[src/rtl/uart_fifo_pkg.sv]
package uart_fifo_pkg;

    // Control byte as stored; flush bits are commands and are not kept
    typedef struct packed {
        logic [1:0] rx_code;
        logic [1:0] tx_code;
        logic       spare;
        logic       fifo_en;
        logic       overrun;
    } lvl_ctl_t;

    // Coarse trigger table shared by both directions
    function automatic logic [6:0] coarse_level(input logic [1:0] code);
        logic [6:0] lvl;
        case (code)
            2'd0:    lvl = 7'd8;
            2'd1:    lvl = 7'd16;
            2'd2:    lvl = 7'd56;
            default: lvl = 7'd60;
        endcase
        return lvl;
    endfunction

endpackage

[src/rtl/uart_byte_fifo.sv]
module uart_byte_fifo #(
    parameter int DEPTH = 64,
    parameter int DW    = 8,
    localparam int AW   = $clog2(DEPTH),
    localparam int CW   = $clog2(DEPTH + 1)
) (
    input  logic          clk,
    input  logic          rst_n,
    input  logic          clear,
    input  logic          push,
    input  logic [DW-1:0] wdata,
    input  logic          pop,
    output logic [CW-1:0] count,
    output logic [DW-1:0] head
);

    typedef struct packed {
        logic [AW-1:0] wr;
        logic [AW-1:0] rd;
        logic [CW-1:0] cnt;
    } fifo_st_t;

    fifo_st_t      st_d, st_q;
    logic [DW-1:0] mem_q [DEPTH];
    logic [AW-1:0] wr_inc, rd_inc;
    logic          empty, full, do_pop, do_push;

    // Pointer advance: free wrap for power-of-two depths, compare otherwise
    generate
        if ((1 << AW) == DEPTH) begin : g_pow2
            assign wr_inc = st_q.wr + 1'b1;
            assign rd_inc = st_q.rd + 1'b1;
        end else begin : g_wrap
            assign wr_inc = (st_q.wr == AW'(DEPTH - 1)) ? '0 : st_q.wr + 1'b1;
            assign rd_inc = (st_q.rd == AW'(DEPTH - 1)) ? '0 : st_q.rd + 1'b1;
        end
    endgenerate

    assign empty   = (st_q.cnt == '0);
    assign full    = (st_q.cnt == CW'(DEPTH));
    assign do_pop  = pop && !empty && !clear;
    // A full queue still accepts a byte when the same cycle frees a slot
    assign do_push = push && !clear && (!full || do_pop);

    always_comb begin
        st_d = st_q;
        if (clear) begin
            st_d = '0;
        end else begin
            if (do_push) st_d.wr = wr_inc;
            if (do_pop)  st_d.rd = rd_inc;
            case ({do_push, do_pop})
                2'b10:   st_d.cnt = st_q.cnt + 1'b1;
                2'b01:   st_d.cnt = st_q.cnt - 1'b1;
                default: st_d.cnt = st_q.cnt;
            endcase
        end
    end

    always_ff @(posedge clk or negedge rst_n) begin
        if (!rst_n) st_q <= '0;
        else        st_q <= st_d;
    end

    always_ff @(posedge clk) begin
        if (do_push) mem_q[st_q.wr] <= wdata;
    end

    assign count = st_q.cnt;
    assign head  = empty ? '0 : mem_q[st_q.rd];

endmodule

[src/rtl/uart_trig_select.sv]
module uart_trig_select #(
    parameter int CW = 7
) (
    input  logic          enable,
    input  logic [1:0]    code,
    input  logic [3:0]    fine,
    input  logic [CW-1:0] level,
    output logic          trig
);
    import uart_fifo_pkg::*;

    logic [CW-1:0] thr;

    // Nonzero fine field wins, in steps of four
    always_comb begin
        if (fine != 4'd0) thr = CW'({fine, 2'b00});
        else              thr = CW'(coarse_level(code));
    end

    assign trig = enable && (level >= thr);

endmodule

[src/rtl/uart_fifo_levels.sv]
module uart_fifo_levels #(
    parameter int DEPTH = 64,
    parameter int DW    = 8
) (
    input  logic          clk,
    input  logic          rst_n,
    input  logic          ctrl_wr,
    input  logic [7:0]    ctrl_wdata,
    output logic [7:0]    ctrl_rdata,
    input  logic [7:0]    fine_trig,
    input  logic          rx_push,
    input  logic [DW-1:0] rx_wdata,
    input  logic          rx_pop,
    output logic [DW-1:0] rx_rdata,
    input  logic          tx_push,
    input  logic [DW-1:0] tx_wdata,
    input  logic          tx_pop,
    output logic [DW-1:0] tx_rdata,
    input  logic          tx_disable,
    input  logic          status_rd,
    output logic [6:0]    rx_level,
    output logic [6:0]    tx_space,
    output logic          rx_trig,
    output logic          tx_trig,
    output logic          data_ready,
    output logic          overrun
);
    import uart_fifo_pkg::*;

    localparam int CW = $clog2(DEPTH + 1);

    lvl_ctl_t      ctl_d, ctl_q;
    logic [CW-1:0] rx_cnt, tx_cnt;
    logic          rx_clear, tx_clear, off_cmd;
    logic          rx_push_g, rx_pop_g, tx_push_g, tx_pop_g, rx_drop;

    // Writing enable=0 flushes both queues on the same edge
    assign off_cmd   = ctrl_wr && !ctrl_wdata[0];
    assign rx_clear  = !ctl_q.fifo_en || off_cmd || (ctrl_wr && ctrl_wdata[1]);
    assign tx_clear  = !ctl_q.fifo_en || off_cmd || (ctrl_wr && ctrl_wdata[2]);

    assign rx_push_g = rx_push && ctl_q.fifo_en;
    assign rx_pop_g  = rx_pop  && ctl_q.fifo_en;
    assign tx_push_g = tx_push && ctl_q.fifo_en;
    assign tx_pop_g  = tx_pop  && ctl_q.fifo_en && !tx_disable;

    assign rx_drop   = rx_push_g && !rx_clear && (rx_cnt == CW'(DEPTH))
                       && !(rx_pop_g && rx_cnt != '0);

    always_comb begin
        ctl_d = ctl_q;
        if (ctrl_wr) begin
            ctl_d.rx_code = ctrl_wdata[7:6];
            ctl_d.tx_code = ctrl_wdata[5:4];
            ctl_d.spare   = ctrl_wdata[3];
            ctl_d.fifo_en = ctrl_wdata[0];
        end
        // A fresh loss outranks the clearing read
        if (rx_drop)        ctl_d.overrun = 1'b1;
        else if (status_rd) ctl_d.overrun = 1'b0;
    end

    always_ff @(posedge clk or negedge rst_n) begin
        if (!rst_n) ctl_q <= '0;
        else        ctl_q <= ctl_d;
    end

    uart_byte_fifo #(.DEPTH(DEPTH), .DW(DW)) i_rx_fifo (
        .clk   (clk),
        .rst_n (rst_n),
        .clear (rx_clear),
        .push  (rx_push_g),
        .wdata (rx_wdata),
        .pop   (rx_pop_g),
        .count (rx_cnt),
        .head  (rx_rdata)
    );

    uart_byte_fifo #(.DEPTH(DEPTH), .DW(DW)) i_tx_fifo (
        .clk   (clk),
        .rst_n (rst_n),
        .clear (tx_clear),
        .push  (tx_push_g),
        .wdata (tx_wdata),
        .pop   (tx_pop_g),
        .count (tx_cnt),
        .head  (tx_rdata)
    );

    logic [CW-1:0] tx_free;
    assign tx_free = CW'(DEPTH) - tx_cnt;

    uart_trig_select #(.CW(CW)) i_rx_trig (
        .enable (ctl_q.fifo_en),
        .code   (ctl_q.rx_code),
        .fine   (fine_trig[7:4]),
        .level  (rx_cnt),
        .trig   (rx_trig)
    );

    uart_trig_select #(.CW(CW)) i_tx_trig (
        .enable (ctl_q.fifo_en),
        .code   (ctl_q.tx_code),
        .fine   (fine_trig[3:0]),
        .level  (tx_free),
        .trig   (tx_trig)
    );

    assign rx_level   = 7'(rx_cnt);
    assign tx_space   = 7'(tx_free);
    assign data_ready = (rx_cnt != '0);
    assign overrun    = ctl_q.overrun;
    assign ctrl_rdata = {ctl_q.rx_code, ctl_q.tx_code, ctl_q.spare, 2'b00, ctl_q.fifo_en};

endmodule

[config.mk]
export PLATFORM = sky130hd
export DESIGN_NAME = uart_fifo_levels
export DESIGN_NICKNAME = d
export VERILOG_FILES = /design/src/rtl/uart_fifo_pkg.sv /design/src/rtl/uart_byte_fifo.sv /design/src/rtl/uart_trig_select.sv /design/src/rtl/uart_fifo_levels.sv
export SDC_FILE = /design/constraint.sdc
export NUM_CORES = 1
export LEC_CHECK = 0
export BUFFER_PORTS_ARGS = -buffer_cell sky130_fd_sc_hd__buf_2
export CAP_MARGIN = 10
export CORE_MARGIN = 2
export CORE_UTILIZATION = 55
export DETAILED_ROUTE_END_ITERATION = 16
export PLACE_DENSITY = 0.75
export SLEW_MARGIN = 15
export SYNTH_ARGS = -nofsm -noshare
export SYNTH_HDL_FRONTEND = slang
export SYNTH_HIERARCHICAL = 1
export SYNTH_SLANG_ARGS = --single-unit
[constraint.sdc]
create_clock -name clk -period 2.9 [get_ports clk]
set_input_delay 0.29 -clock clk [delete_from_list [all_inputs] [get_ports clk]]
set_output_delay 0.29 -clock clk [all_outputs]
set_load 0.005 [all_outputs]
======== Yosys cells after proc, flatten, opt, wreduce, memory -nomap -nowiden ========
Memory sizes are Yosys's and may differ from the RTL's.
Index checks and enable logic that the tools add are counted.
storage, ports and cells
  memories kept ........................... 2
  bits of input ports ..................... 41
  RAM bits ................................ 1024
  word-level logic and storage cells ...... 104
  output and inout port bits .............. 42
  flip-flop bits (word level) ............. 45
operators by class
  magnitude comparators ................... 2
  eq/ne operators ......................... 10
  reduce and logical (&&, ||, !) cells .... 50
  add/sub/neg operators ................... 9
  multiplexer cells ....................... 20
memories
  memory           depth  bits a word  read ports  clocked after Yosys merged registers in  write ports  RTL line              source
  i_rx_fifo.mem_q  64     8            1           0                                        1            uart_byte_fifo.sv:24  logic [DW-1:0] mem_q [DEPTH];
  i_tx_fifo.mem_q  64     8            1           0                                        1            uart_byte_fifo.sv:24
operator list
  operator                                           number
  2-to-1 mux 19 bit                                  2
  one-hot mux 6 bit (3 select lines)                 2
  one-hot mux 7 bit (2 select lines)                 2
  adder 6 x 1 -> 6 bit (second input constant)       4
  2-to-1 mux 6 bit                                   4
  logical AND 1 bit                                  21
  2-to-1 mux 8 bit                                   2
  adder 7 x 1 -> 7 bit (second input constant)       2
  == test 7 bit (second input constant)              2
  >= comparator 7 bit                                2
  logical NOT 7 bit                                  2
  2-to-1 mux 7 bit                                   2
  subtractor 7 x 1 -> 7 bit (second input constant)  2
  logical NOT 1 bit                                  10
  nonzero test 2 bit                                 5
  == test 2 x 1 -> 1 bit (second input constant)     4
  == test 2 bit (second input constant)              4
  nonzero test 4 bit                                 2
  nonzero test 7 bit                                 1
  subtractor 7 bit (first input constant)            1
  2-to-1 mux 1 bit                                   6
  nonzero test 3 bit                                 2
  logical OR 1 bit                                   5
  logical NOT 2 bit                                  2

======== Longest topological paths before layout ========
Gate-level depths: netlist of run 1.
  word-level depth ........................ 11
  depth in mapped cells ................... 11
  gate-level depth less buffers ........... 11

======== Cells and area by module ========
Netlist of run 1, hierarchy kept.
modules (own cells, without submodules)
  module                       cells each  area each (um^2)  times used  sequential area each (um^2)
  uart_byte_fifo at i_tx_fifo  1080        21446.8           1           15850.2
  uart_byte_fifo at i_rx_fifo  992         21007.6           1           15850.2
  uart_fifo_levels             47          455.4             1           175.2
  uart_trig_select             23          157.7             2           0.0

======== Worst setup path after synthesis of run 1 ========
OpenSTA, ideal clock, no wires.
  path type ............................... flip-flop to flip-flop
  from .................................... reg ctl_q (netlist bit ctrl_rdata[0])
  to ...................................... reg i_rx_fifo.st_q (netlist bit i_rx_fifo/count[6])
  cell stages (with the launch flop) ...... 12
  data required time ...................... 2.817 ns
  clock period less this slack ............ 3.091 ns
  arrival time ............................ 3.009 ns
  library setup time ...................... 0.083 ns
  path slack .............................. -0.191 ns
  path buffers ............................ 0
  path through ............................ dfrtp_1 and2_2 inv_1 a31o_2 nor3_1 ha_1 a21o_1 a21oi_1 o21ai_0 xnor2_1 or4_1 o21ai_0
on the way
  elaborated cells on any way between the ends .. 16
  classes of those cells .................. eq/ne: 2; mux: 2; reduce/logical: 12
RTL lines
  item                                                            RTL line                source
  start, declared                                                 uart_fifo_levels.sv:32  lvl_ctl_t ctl_d, ctl_q;
  start signal, assigned                                          uart_fifo_levels.sv:65  else ctl_q <= ctl_d;
  logical AND 1 bit *                                             uart_fifo_levels.sv:43  assign rx_pop_g = rx_pop && ctl_q.fifo_en;
  via rx_pop_g                                                    uart_fifo_levels.sv:35  logic rx_push_g, rx_pop_g, tx_push_g, tx_pop_g, rx_drop;
  logical AND 1 bit * (2 in series)                               uart_byte_fifo.sv:41    assign do_pop = pop && !empty && !clear;
  logical OR 1 bit                                                uart_byte_fifo.sv:43    assign do_push = push && !clear && (!full || do_pop);
  logical AND 1 bit                                               uart_byte_fifo.sv:43
  == test 2 x 1 -> 1 bit / == test 2 bit (equally long branches)  uart_byte_fifo.sv:52    case ({do_push, do_pop})
  one-hot mux 7 bit (2 select lines)                              uart_byte_fifo.sv:52
  2-to-1 mux 19 bit                                               uart_byte_fifo.sv:47    if (clear) begin
  end signal, assigned                                            uart_byte_fifo.sv:62    else st_q <= st_d;
  end, declared                                                   uart_byte_fifo.sv:23    fifo_st_t st_d, st_q;
Mark *: on every way through the listed nets, which the timed path passes. The rest lies on a longest branch.
A chain may end at the register's enable or synchronous reset.

======== Final worst setup path of run 1 ========
  from .................................... reg i_rx_fifo/st_q[7] (netlist name)
  to ...................................... out rx_rdata[6]
on the way
  longest elaborated chain between the ends .. 2
ends and longest elaborated chain
  item                 RTL line                source
  memory (64 x 8 bit)  -
  2-to-1 mux 8 bit     uart_byte_fifo.sv:70    assign head = empty ? '0 : mem_q[st_q.rd];
  end, declared        uart_fifo_levels.sv:14  output logic [DW-1:0] rx_rdata,
No other way between the ends.

==> flow_results.org, run 1 <==
** STA
- Dividing the final minimum period by the clock period gives 1.18.
- Once routing completed, OpenROAD measured the worst setup slack at -0.527 ns.
- Final hold slack :: between 0.05 and 0.06 ns
- Setup repair after global routing could not meet its margin everywhere.
- Setup violations remaining at the end of the flow were counted as 16.
- Counting I/O delays and the setup requirement, the final critical path takes roughly 3.4 ns.
- Worst Clk Skew :: roughly 0.05 ns
- The final-report hold violation count is 0.
- Peak Freq :: 292 MHz
- Max-slew headroom :: 0.347
- Final count of pins violating max slew :: 0
- Tightest Pin Transition :: between 0.9 and 1 ns
- Summed over all failing endpoints, the final setup total negative slack is -6.95 ns.

** Routing
- Post-route DRC violation count :: 0
- Dividing the detail-routed wire length by the instance count gives between 20 and 30 um.
- The first TritonRoute pass finished after 5 iterations.
- The final layout contains routed wiring with a total length of between 100000 and 150000 um.
- Routed vias :: 22800
- Detailed Route Iter0 Violations :: ~2400
- In the routed layout, each cell is associated on average with a via count of 6.34.
- The detail route stage leaves a number of antenna-violating nets equal to 0.

** Global route
- Entering global routing, the biggest net connects 65 pins.
- Wire length of the first global-routing pass :: around 150000 um
- Number of global-route vias before repair :: between 20000 and 25000
- Global routing finished with a remaining overflow of 0.
- Across every metal layer, demand over resource in global routing totals 0.252.
- The number of antenna violations at the first check in global routing is 0.

** Synth
- For this run, asynchronously set or reset flops after synthesis account for 0.0421.
- Post-synth top area share :: 0.711
- Library cell with the highest instance count after synthesis :: sky130_fd_sc_hd__edfxtp_1
- In the synthesized netlist the dominant register cell turns out to be sky130_fd_sc_hd__edfxtp_1.
- Post-synthesis sequential element count :: between 1000 and 1500
- Synthesis handed over a netlist of 2165 instances.
- Counting flops with a built-in enable in the synthesized netlist gives slightly above 1000.
- After synthesis, the most frequently instantiated cells are sky130_fd_sc_hd__edfxtp_1 (1024), sky130_fd_sc_hd__mux4_2 (261), sky130_fd_sc_hd__nor2_1 (192).
- The netlist uses 85 different library cells.
- After synthesis, the cell types taking the most area are sky130_fd_sc_hd__edfxtp_1 (71%), sky130_fd_sc_hd__mux4_2 (14%), sky130_fd_sc_hd__dfrtp_1 (2.6%).
- Syn avg cell area :: approximately 20 um2
- Part of the Yosys area used for sequential elements :: 0.737
- The biggest area contributor in the post-synthesis netlist is sky130_fd_sc_hd__edfxtp_1.
- The synthesized netlist occupies a cell area of 43200 um2.
- The Yosys step of the flow raised 6 warnings.

** Placed design
- The number of placed instances, taps included, is 3311.
- In this run the cell area measured after placement is ~46000 um2.
- Final weighted congestion of routability-driven global placement :: around 0.93
- Count of input and output buffers :: 80
- Timing analysis after detailed placement gives a worst setup slack of -0.0269 ns.
- Summed over all nets, the half-perimeter wirelength after detailed placement is between 60000 and 70000 um.

** Hold path
- For hold timing, the worst endpoint is i_rx_fifo/mem_q[24][4].
- The worst hold path begins at rx_wdata[4].
- Along the worst hold path, the cell count comes to 1.
- The min-delay analysis places its worst path in the category in -> reg.

** Power
- Part of the power in combinational logic :: 0.058
- For this design the total switching power over the nets is approximately 6.9 mW.
- In this run the static leakage power is about 16 nW.
- The share of total power dissipated in the clock network is 0.420.
- The worst-case IR drop observed on VDD is roughly 0.0008 V.
- Overall power consumption :: ~33 mW
- Power spread over the standard cell area amounts to about 640 nW/um2.
- Of the total power, registers draw 0.522.
- Switching power share of the total :: 0.211
- The internal power of the cells totals ~26 mW.

** Worst setup path
- Total number of cells along the worst setup path :: 8
- Register-to-register setup slack :: 0.01 ns
- The worst setup path is of the reg -> out kind.
- Highest cell delay on the worst timing path :: roughly 0.53 ns
- Capture point of the worst reg-to-reg path :: i_tx_fifo/count[6]
- Required time at the endpoint of the critical path :: 2.61 ns
- The worst register-to-register path begins at i_tx_fifo/count[3].
- STA classifies the critical path startpoint as a flop.
- Top fanout value on the critical path :: 8
- Walking the worst path, the cells encountered are buf_12 > buf_16 > buf_12 > mux4_2 > mux4_2 > mux2i_2 > o22ai_2 > buf_2.
- Sort of element at the end of the critical path :: primary output
- Delay-heaviest family, CP :: multiplexers
- Worst-path cell with the longest stage delay :: sky130_fd_sc_hd__mux4_2
- CP Buf/Inv Count :: 4
- Measured in cells, the most critical reg-to-reg path has a length of 9.
- At the worst endpoint, the arrival time is ~3.1 ns.

** Layout
- Post-route cell area :: a little over 50000 um2
- Ant diodes :: 0
- NumNets Final :: around 2500
- Area growth from synthesis to layout :: 18.5%
- Count of placed standard cells in the final layout, fillers left out :: 3587
- Fraction of final layout cells with drive strength greater than 1 :: 0.370
- Final standard cell utilization of the core :: 0.660

** Outcome
- Result of the run :: finished, violations left
- The checks that failed: negative setup slack.

** Die
- During I/O placement, the number of pins put on the boundary was just over 80.
- The total area inside the core boundary comes to slightly below 80000 um2.
- Overall die area :: about 80000 um2
- The die is roughly 280 um tall.
- Initial core utilization :: 0.557
- Std-Cell Rows :: 102
- Die W :: around 280 um

** Clock tree
- TritonCTS clock tree :: yes
- Clock latency on the worst-skew pair, taken at its later pin, is between 0.6 and 0.7 ns.
- Clk sink count :: around 1100
- Root buf cell :: sky130_fd_sc_hd__clkbuf_16
- CTS H-tree depth :: 3
- Maximum count of clock buffers along a single path :: 3
- Clock-pin slew was measured on the worst setup and hold paths at around 0.060 ns.
- Buffers inserted during clock tree synthesis total ~100.

** Run
- Max-cap viol count :: 0
[state kept, by name, indices dropped and copies added, names as in the netlist]
name	cells
i_rx_fifo/count	7
i_tx_fifo/st_q	12
i_tx_fifo/mem_q	512
overrun	1
ctrl_rdata	6
i_tx_fifo/count	7
i_rx_fifo/mem_q	512
i_rx_fifo/st_q	12
[power by group through the flow]
stage                     Sequential (mW)  Clock [mW]  Combinational [mW]
after CTS                            17.0        13.8                1.80
after global placement               17.3           0                1.49
after detailed placement             17.3           0                1.53
final                                17.0        13.7                1.89
after floorplan                      17.3           0               0.811
after global routing                 17.0        14.5                2.00
[worst max path at each step]
stage / to / startpoint
2_1_floorplan: i_tx_fifo/count[6] / i_tx_fifo/count[3]
3_3_place_gp: tx_rdata[2] / i_tx_fifo/st_q[9]
3_5_place_dp: i_rx_fifo/count[6] / ctrl_rdata[0]
4_1_cts: rx_rdata[6] / i_rx_fifo/st_q[7]
5_1_grt: rx_rdata[5] / i_rx_fifo/st_q[7]
6_report: rx_rdata[6] / i_rx_fifo/st_q[7]
[layer usage]
layer | part of all wire | vias up | GRT usage | routed length, um
met4 | 0.044 | 0 | 0.106 | 4490
met1 | 0.37 | 11900 | 0.329 | 37600
met3 | 0.070 | 258 | 0.0361 | 7130
li1 | - | 9460 | - | -
met2 | 0.52 | 1102 | 0.427 | 52600
met5 | 0 | - | 0 | 0
[cell usage in the layout (no fill, tap or decap), types with 14 or more instances in the layout]
master,synthesis,final
sky130_fd_sc_hd__o21ai_0,27,16
sky130_fd_sc_hd__mux2_2,34,28
sky130_fd_sc_hd__nand3_1,26,23
sky130_fd_sc_hd__clkinv_1,0,25
sky130_fd_sc_hd__mux2i_2,0,16
sky130_fd_sc_hd__nand2_1,49,48
sky130_fd_sc_hd__ha_1,23,22
sky130_fd_sc_hd__xor2_1,17,17
sky130_fd_sc_hd__clkbuf_16,0,106
sky130_fd_sc_hd__buf_4,34,163
sky130_fd_sc_hd__dlygate4sd3_1,0,17
sky130_fd_sc_hd__dfrtp_1,45,37
sky130_fd_sc_hd__nor2b_1,18,17
sky130_fd_sc_hd__buf_2,27,77
sky130_fd_sc_hd__mux4_2,261,264
sky130_fd_sc_hd__a21oi_1,22,16
sky130_fd_sc_hd__mux2i_1,52,31
sky130_fd_sc_hd__bufinv_16,0,14
sky130_fd_sc_hd__clkbuf_1,31,17
sky130_fd_sc_hd__nor2_2,0,56
sky130_fd_sc_hd__edfxtp_1,1024,1024
sky130_fd_sc_hd__buf_12,1,32
sky130_fd_sc_hd__xnor2_1,16,15
sky130_fd_sc_hd__nor2_1,192,135
[logic make-up after synthesis]
logic type,count (synthesis),synth area share
xor+xnor,33,0.00669
simple gates,389,0.0429
buf+inv,140,0.0202
fa+ha+maj,25,0.00758
flops,1069,0.737
other cells,1,0.0000868
compound gates,157,0.0258
mux,351,0.159
[what timing repair did]
action / in CTS / in global routing
hold buffers: 17 / 0
endpoints found under the hold margin: 67 / 0
resized for setup: 133 / 118
gates cloned: 9 / 2
setup endpoints to repair: 35 / 605
pin swaps: 19 / 21
setup buffers: 40 / 21
[layout make-up]
type | count | area [um2]
Sequential cell | 1069 | 31900
Fill cell | 4878 | 26400
Multi-Input combinational cell | 957 | 11400
Timing Repair Buffer | 319 | 3030
Clock buffer | 122 | 2680
Tap cell | 1040 | 1300
Clock inverter | 66 | 816
Inverter | 14 | 55.1
(Power assumes the default switching activity.)
==> inputs of run 2 (changes only) <==
--- a/config.mk
+++ b/config.mk
@@ -8,9 +8,9 @@
 export BUFFER_PORTS_ARGS = -buffer_cell sky130_fd_sc_hd__buf_2
 export CAP_MARGIN = 10
 export CORE_MARGIN = 2
-export CORE_UTILIZATION = 55
+export CORE_UTILIZATION = 50
 export DETAILED_ROUTE_END_ITERATION = 16
-export PLACE_DENSITY = 0.75
+export PLACE_DENSITY = 0.69
 export SLEW_MARGIN = 15
 export SYNTH_ARGS = -nofsm -noshare
 export SYNTH_HDL_FRONTEND = slang
==> constraint.sdc (replaced) <==
create_clock -name clk -period 2.9 [get_ports clk]
set_input_delay 0.29 -clock clk [delete_from_list [all_inputs] [get_ports clk]]
set_output_delay 0.29 -clock clk [all_outputs]
set_load 0.1 [all_outputs]
==> run 2 against run 1 <==
  * The run still ends with negative setup slack left
  * Combinational power grew 56%
  * Sequential share of layout area down 0.78 points
  * Routed wire length grew 0.60%
  * Hold slack got worse by 0.022 ns
  * Fmax fell by 1.5%
  * Flip-flop and latch count did not move
  * Setup slack got worse by 0.054 ns
  * Clock-buffer cell count is 3 higher
  * Register-to-register slack improved by 0.09 ns
  * Critical path type unchanged
  * Critical endpoint is now rx_rdata[0]
  * Largest power group unchanged
==> flow_results.org, run 2 (synthesis results as in run 1) <==
** Layout
- Registers with the highest flip-flop counts :: i_rx_fifo/mem_q x512, i_tx_fifo/mem_q x512
- Across the whole layout, storage elements account for 31900 um2.
- At the end of the flow, the number of nets in the layout was around 2600.
- The library cell used most frequently in the layout, excluding fill and tap cells, is sky130_fd_sc_hd__edfxtp_1.
- Fillcell total :: about 6000
- 0 antenna diodes ended up in the layout.
- After routing the design area is 51900 um2.
- Fraction of final layout cells with drive strength greater than 1 :: 0.362
- From synthesis to final layout, the design area changed by 20.0%.
- Leaving out fill and tap cells, the most frequent cells in the layout are sky130_fd_sc_hd__edfxtp_1 (1024), sky130_fd_sc_hd__mux4_2 (263), sky130_fd_sc_hd__buf_4 (193), sky130_fd_sc_hd__nor2_1 (180), sky130_fd_sc_hd__clkbuf_16 (107).
- Combined area of the multi-input logic cells :: around 11000 um2
- Once layout is complete, the utilization of the core stands at 0.607.

** Clock tree
- Clock latency on the worst-skew pair, taken at its later pin, is about 0.7 ns.
- CTS clk-pin slew, worst paths :: around 0.06 ns
- Root buf cell :: sky130_fd_sc_hd__clkbuf_16
- TritonCTS clock tree :: yes
- Clock tree synthesis inserted a total of ~110 buffers.
- Maximum count of clock buffers along a single path :: 3
- CTS H-tree depth :: 3
- Clk sink count :: around 1100

** Hold path
- The worst hold path begins at status_rd.
- Worst hold path stage count :: 3
- Hold/Removal Path Class :: in -> reg
- The worst hold path terminates at overrun.

** Worst setup path
- The worst setup path is captured at a primary output.
- The worst setup path is launched from a flop.
- Required time at the endpoint of the critical path :: roughly 2.6 ns
- Register-to-register setup slack :: around 0.10 ns
- Startpoint-to-endpoint class of the critical path :: reg -> out
- Top fanout value on the critical path :: 7
- Worst EP arrival :: approximately 3.2 ns
- Capture point of the worst reg-to-reg path :: i_tx_fifo/count[6]
- The worst register-to-register path begins at i_tx_fifo/count[3].
- Reg2Reg Depth :: 9

** Global route
- Global-route usage over all layers :: 0.230
- Remaining Overflow, GRT :: 0
- Wire length of the first global-routing pass :: 152000 um
- Number of global-route vias before repair :: ~23000
- Number of antenna violations at the first check in global routing :: 0
- Maximum number of pins on one net before global-route repair :: 65

** Routing
- Routed wirelength normalized by instance count :: roughly 27 um
- First-pass iteration count of the detailed router :: 5
- After detailed routing, the total wire length is approximately 100000 um.
- Vias per Instance :: about 6.0
- The count of nets left with antenna violations once routing finished came out at 0.
- For this run, design rule violations remaining after detail routing come to 0.
- Routed vias :: roughly 23000
- In this run, the number of DRC markers left after iteration 0 of detailed routing was ~2300.

** STA
- Final setup margin :: -0.581 ns
- Hold is met by 0.0301 ns.
- Hold Violations, Final :: 0
- Final count of pins violating max slew :: 0
- Setup repair after global routing could not meet its margin everywhere.
- Peak Freq :: roughly 290 MHz
- Setup violations remaining at the end of the flow were counted as 16.
- Period utilisation layout :: 1.20
- After layout, the minimum clock period comes to about 3.5 ns.
- Tightest Pin Transition :: approximately 1.2 ns
- Worst Clk Skew :: approximately 0.081 ns
- In this run the tightest slew margin relative to its limit is 0.189.

** Power
- Leakage power figure :: roughly 17 nW
- VDD sags by at most 0.000805 V.
- Pwr dens :: 651 nW/um2

** Outcome
- The final reports fail on negative setup slack.
- The run finished, with violations left.

** Die
- Height of the chip :: between 200 and 300 um
- For this configuration, the core starts out at a cell density of 0.506.
- The floorplan step defined a die boundary enclosing ~89000 um2.
- Die W :: about 300 um
- Floorplan core area :: ~85000 um2
- Boundary pin count :: 83
- The initialized floorplan defines 107 standard-cell rows.

** Placed design
- Area after detailed placement :: roughly 47000 um2
- Count of input and output buffers :: 80
- Total half-perimeter wirelength after legalization and detailed placement :: approximately 64000 um
- At the end of routability-driven placement, the weighted congestion stood at 0.866.

** Run
- Max-cap viol count :: 0
[run 2: cell count changes in the layout (fill, tap and decap cells not counted), moves of 5 or more]
cell | before | now
sky130_fd_sc_hd__mux2i_2 | 16 | 8
sky130_fd_sc_hd__buf_16 | 12 | 7
sky130_fd_sc_hd__nor2_2 | 56 | 11
sky130_fd_sc_hd__clkinv_2 | 12 | 19
sky130_fd_sc_hd__mux2i_1 | 31 | 42
sky130_fd_sc_hd__dlygate4sd3_1 | 17 | 10
sky130_fd_sc_hd__buf_2 | 77 | 58
sky130_fd_sc_hd__nor2_1 | 135 | 180
sky130_fd_sc_hd__buf_4 | 163 | 193
sky130_fd_sc_hd__buf_12 | 32 | 69
[run 2: worst max path at each step]
stage                             startpoint     endpoint  slack, ns  cells after the start
after floorplan           i_tx_fifo/count[0]      tx_trig      -0.90                      9
final                      i_rx_fifo/st_q[7]  rx_rdata[0]      -0.58                      8
after global placement     i_tx_fifo/st_q[7]  tx_rdata[2]      -0.07                      9
after global routing       i_rx_fifo/st_q[7]  rx_rdata[5]      -0.65                      8
after detailed placement   i_rx_fifo/st_q[7]  rx_rdata[0]      -0.09                      7
after CTS                  i_rx_fifo/st_q[7]  rx_rdata[1]      -0.63                      8
[run 2: cell type report]
type                    instances  area share
well taps                    1144      0.0276
clock inverters                71      0.0160
multi-input cells             957       0.217
flip-flops and latches       1069       0.615
inverters                      14     0.00111
repair buffers                354      0.0706
clock buffers                 125      0.0525
[run 2: per-layer routing]
metal	wire length, um	vias to the layer above	global-route usage	part of all wire
met5	0	-	0	0
met4	3450	0	0.0821	0.034
met3	7290	203	0.0397	0.071
met2	51600	940	0.382	0.50
met1	40100	11800	0.310	0.39
li1	-	9564	-	-
[run 2: power breakdown]
group          switching (mW)  internal (mW)  total [mW]
registers              0.0379           16.9        17.0
clock network            5.86           8.00        13.9
logic                    1.88           1.06        2.94
total                    7.78           26.0        33.8
[run 2: worst max-delay path, cell delays in order, from the launching register on]
cell and delay [ns]:
sky130_fd_sc_hd__dfrtp_4 0.51, sky130_fd_sc_hd__buf_12 0.18, sky130_fd_sc_hd__buf_12 0.14, sky130_fd_sc_hd__buf_12 0.11, sky130_fd_sc_hd__mux4_2 0.51, sky130_fd_sc_hd__mux4_2 0.52
sky130_fd_sc_hd__mux2i_2 0.22, sky130_fd_sc_hd__o22ai_2 0.12, sky130_fd_sc_hd__buf_12 0.19
[run 2: timing repair]
action                                  CTS  global route
resized for setup                       121            68
buffers inserted                         28            23
hold buffers                             10             0
endpoints found under the setup margin   18            90
gates cloned                              9             1
endpoints found under the hold margin    77             0
pin swaps                                18            31
[run 2: per-stage QoR]
stage	power [mW]	cells	worst slack, ns	TNS, ns
after detailed placement	19.8	3469	-0.0928	-0.218
after global placement	19.8	3469	-0.0692	-0.0945
after floorplan	19.0	2166	-0.901	-1.24
after CTS	33.9	3712	-0.627	-8.35
final	33.8	3734	-0.581	-7.72
after global routing	34.8	3734	-0.645	-9.09
==> inputs of run 3 (changes only) <==
--- a/config.mk
+++ b/config.mk
@@ -8,9 +8,9 @@
 export BUFFER_PORTS_ARGS = -buffer_cell sky130_fd_sc_hd__buf_2
 export CAP_MARGIN = 10
 export CORE_MARGIN = 2
-export CORE_UTILIZATION = 50
+export CORE_UTILIZATION = 55
 export DETAILED_ROUTE_END_ITERATION = 16
-export PLACE_DENSITY = 0.69
+export PLACE_DENSITY = 0.75
 export SLEW_MARGIN = 15
 export SYNTH_ARGS = -nofsm -noshare
 export SYNTH_HDL_FRONTEND = slang
==> run 3 against run 2 <==
  * The flow still finishes with violations (negative setup slack)
  * Die area is 9.0% lower
  * Non-clock buffer count is 17 lower
  * First-iteration DRC count is 23% higher
  * Total power is 2.1% lower
  * Sequential share of layout area is 0.34 points higher
  * Clock skew is 0.0011 ns lower
  * Routed wire length is 2.6% higher
  * Clock power is 6% lower
  * Via count is 3.0% higher
  * Fmax is 1.8% lower
  * Sequential power hardly changed
  * Register-to-register slack worse by 0.10 ns
  * Critical path type unchanged
  * Highest routed layer unchanged
==> flow_results.org, run 3 (synthesis results as in run 1) <==
** Global route
- For this run the aggregate overflow at the end of global routing stands at 0.
- Entering global routing, the biggest net connects 65 pins.
- Wire length of the first global-routing pass :: roughly 150000 um
- Number of global-route vias before repair :: 23800
- Number of antenna violations at the first check in global routing :: 0
- For this run, the total global-route usage over all layers was measured as 0.259.

** STA
- Hold Violations, Final :: 0
- Total of endpoints with negative setup slack in the final report :: 16
- Final Critical Period :: ~3.5 ns
- Peak Freq :: about 280 MHz
- The max-slew violation count was 0.
- At the pin with the least slew margin, the transition time is between 1 and 1.5 ns.
- Worst Clk Skew :: approximately 0.08 ns
- In this run the tightest slew margin relative to its limit is 0.282.
- Once routing completed, OpenROAD measured the worst setup slack at -0.645 ns.
- Unrepaired setup endpoints after global routing :: true
- Final hold slack :: 0.0428 ns
- In the finished design, the share of the clock period the worst path needs comes to 1.22.

** Layout
- Area growth from synthesis to layout :: 19.4%
- At the end of the flow the core is filled with cells to 0.665.
- The repair_antennas step left the layout with diodes totalling 0.
- After the last flow step, the layout net total stands at 2549.
- Registers with the highest flip-flop counts :: i_rx_fifo/mem_q x512, i_tx_fifo/mem_q x512
- Commonest cells after routing, fill and taps aside :: sky130_fd_sc_hd__edfxtp_1 (1024), sky130_fd_sc_hd__mux4_2 (263), sky130_fd_sc_hd__buf_4 (182), sky130_fd_sc_hd__nor2_1 (161), sky130_fd_sc_hd__clkbuf_16 (105)
- Commonest non-fill, non-tap cell in the layout :: sky130_fd_sc_hd__edfxtp_1
- Post-route cell area :: roughly 52000 um2
- In the final layout, the share of cells above drive strength 1 is 0.370.

** Routing
- The routed layout has approximately 23000 vias.
- Wire length reported by the detailed router :: around 110000 um
- Vias per Instance :: roughly 6.4
- The first detailed-routing pass ran for 7 iterations.
- Detailed Route Iter0 Violations :: 2765
- Post-route DRC violation count :: 0
- Dividing the detail-routed wire length by the instance count gives between 20 and 30 um.
- Antenna Nets Post-Route :: 0

** Run
- Max-cap viol count :: 0

** Outcome
- The run finished, with violations left.
- Violated checks :: negative setup slack

** Power
- Switching power share of the total :: 0.233
- Of the total power, the clock network draws 0.397.
- Switching power of the nets :: 7.72 mW
- Leakage power figure :: roughly 16 nW
- Pwr dens :: ~640 nW/um2
- Power Internal :: approximately 25 mW
- The share of total power dissipated in sequential elements is 0.513.
- The share of total power dissipated in combinational logic is 0.089.
- The worst-case IR drop observed on VDD is 0.000762 V.

** Die
- Floorplan core area :: about 78000 um2
- The initialized floorplan defines around 100 standard-cell rows.
- The die is about 280 um tall.
- Die W :: 284 um
- Boundary pin count :: 83
- The die covers about 81000 um2.
- For this configuration, the core starts out at a cell density of 0.557.

** Placed design
- Total half-perimeter wirelength after legalization and detailed placement :: about 60000 um
- In this run the cell area measured after placement is between 40000 and 50000 um2.
- Count of input and output buffers :: 80
- Final weighted congestion of routability-driven global placement :: 0.847

** Worst setup path
- In this run the critical register-to-register path is launched from ctrl_rdata[0].
- Reg2Reg Depth :: 8
- Sequence of cells on the critical path :: buf_12 > buf_12 > buf_16 > buf_12 > mux4_2 > mux4_2 > mux2i_4 > o32ai_4 > buf_12
- For flop-to-flop paths, the worst setup slack is 0 ns.
- Delay-heaviest family, CP :: multiplexers
- Sort of element at the end of the critical path :: primary output
- Counting buffers and inverters, the worst setup path is 9 cells deep.
- Cell occurring most often along the worst timing path :: sky130_fd_sc_hd__buf_12
- The worst setup path is launched from a flop.
- Capture point of the worst reg-to-reg path :: i_tx_fifo/mem_q[36][0]
- On the worst path, the slowest cell contributes a delay of 0.52 ns.
- Of all nets on the critical path, the largest fanout is 7.
- Required time at the endpoint of the critical path :: 2.61 ns
- The critical path contains buffers and inverters numbering 5 combined.
- By startpoint and endpoint, the worst setup path is classified as reg -> out.
- Worst-path cell with the longest stage delay :: sky130_fd_sc_hd__dfrtp_4
- Data on the critical path arrives at its endpoint at roughly 3.3 ns.

** Clock tree
- TritonCTS clock tree :: yes
- TritonCTS created roughly 100 clock buffers.
- Clock-pin slew was measured on the worst setup and hold paths at approximately 0.06 ns.
- The clock tree synthesis step divided the H-tree into 3 levels.
- Insertion delay of the later-clocked pin in the worst-skew pair :: about 0.70 ns
- Clk sink count :: between 1000 and 1500
- Maximum count of clock buffers along a single path :: 3
- Root buf cell :: sky130_fd_sc_hd__clkbuf_16

** Hold path
- Hold/Removal Path Class :: in -> reg
- Hold EP :: overrun
- Hold path start :: ctrl_wdata[1]
- The worst hold path passes through 3 cells.
==> run 3: cell types whose count changed in the layout (fill, tap and decap cells not counted), moves of 5 or more <==
cell / change
sky130_fd_sc_hd__nor2_1: -19
sky130_fd_sc_hd__nor2_2: +20
sky130_fd_sc_hd__o21ai_1: -5
sky130_fd_sc_hd__buf_12: -22
sky130_fd_sc_hd__buf_6: +8
sky130_fd_sc_hd__bufinv_16: -6
sky130_fd_sc_hd__buf_8: +5
sky130_fd_sc_hd__buf_4: -11
sky130_fd_sc_hd__buf_16: +6
==> run 3: per-layer routing <==
layer	wire [um]	share of wire	vias to the layer above	global-route usage
met2	54200	0.51	1326	0.436
met3	8910	0.085	234	0.0450
met1	38000	0.36	12100	0.337
li1	-	-	9489	-
met4	4140	0.039	0	0.106
met5	0	0	-	0
==> run 3: worst max path at each step <==
stage,startpoint,end,slack [ns]
6_report,i_rx_fifo/st_q[7],rx_rdata[2],-0.65
5_1_grt,i_rx_fifo/st_q[7],rx_rdata[2],-0.69
4_1_cts,i_rx_fifo/st_q[7],rx_rdata[2],-0.64
3_5_place_dp,i_tx_fifo/st_q[7],tx_rdata[7],-0.14
3_3_place_gp,i_tx_fifo/st_q[7],tx_rdata[2],-0.13
2_1_floorplan,i_tx_fifo/count[0],tx_trig,-0.90
==> run 3: worst reg2reg max path, cell delays in order, from the launching register on <==
cell	delay [ns]
sky130_fd_sc_hd__dfrtp_4	0.48
sky130_fd_sc_hd__nand2_1	0.07
sky130_fd_sc_hd__nor2_1	0.15
sky130_fd_sc_hd__buf_4	0.19
sky130_fd_sc_hd__o41a_1	0.27
sky130_fd_sc_hd__nor3b_2	0.23
sky130_fd_sc_hd__buf_4	0.18
sky130_fd_sc_hd__nand2_2	0.24
sky130_fd_sc_hd__nor2_1	0.71
==> run 3: final cells by class <==
| type | count | area, um2 |
|---|---|---|
| fill | 4772 | 26000 |
| timing repair buffer | 337 | 3470 |
| clock inverter | 63 | 637 |
| multi-input combinational | 957 | 11500 |
| sequential | 1069 | 31900 |
| inverter | 14 | 57.6 |
| clock buffer | 126 | 2690 |
| tap | 1040 | 1300 |
==> run 3: metrics by stage <==
stage | total power [mW] | setup slack (ns) | setup TNS (ns) | std cells
after floorplan | 19.0 | -0.901 | -1.24 | 2166
after global placement | 19.7 | -0.133 | -0.508 | 3340
after detailed placement | 19.8 | -0.136 | -0.626 | 3340
after CTS | 33.0 | -0.642 | -8.76 | 3574
after global routing | 33.9 | -0.689 | -10.32 | 3606
final | 33.1 | -0.645 | -8.69 | 3606
==> run 3: power groups by stage <==
stage                     sequential [mW]  clock, mW  combinational, mW
after floorplan                      17.4          0               1.64
after global placement               17.3          0               2.44
after detailed placement             17.3          0               2.49
after CTS                            17.0       13.3               2.80
after global routing                 17.0       13.9               3.07
final                                17.0       13.1               2.95
==> run 3: timing repair <==
item,4_1_cts,5_1_grt
pin swaps,17,33
setup buffers,25,36
endpoints found under the hold margin,45,0
hold buffers,8,0
gates cloned,12,1
resized for setup,152,108
endpoints found under the setup margin,22,241
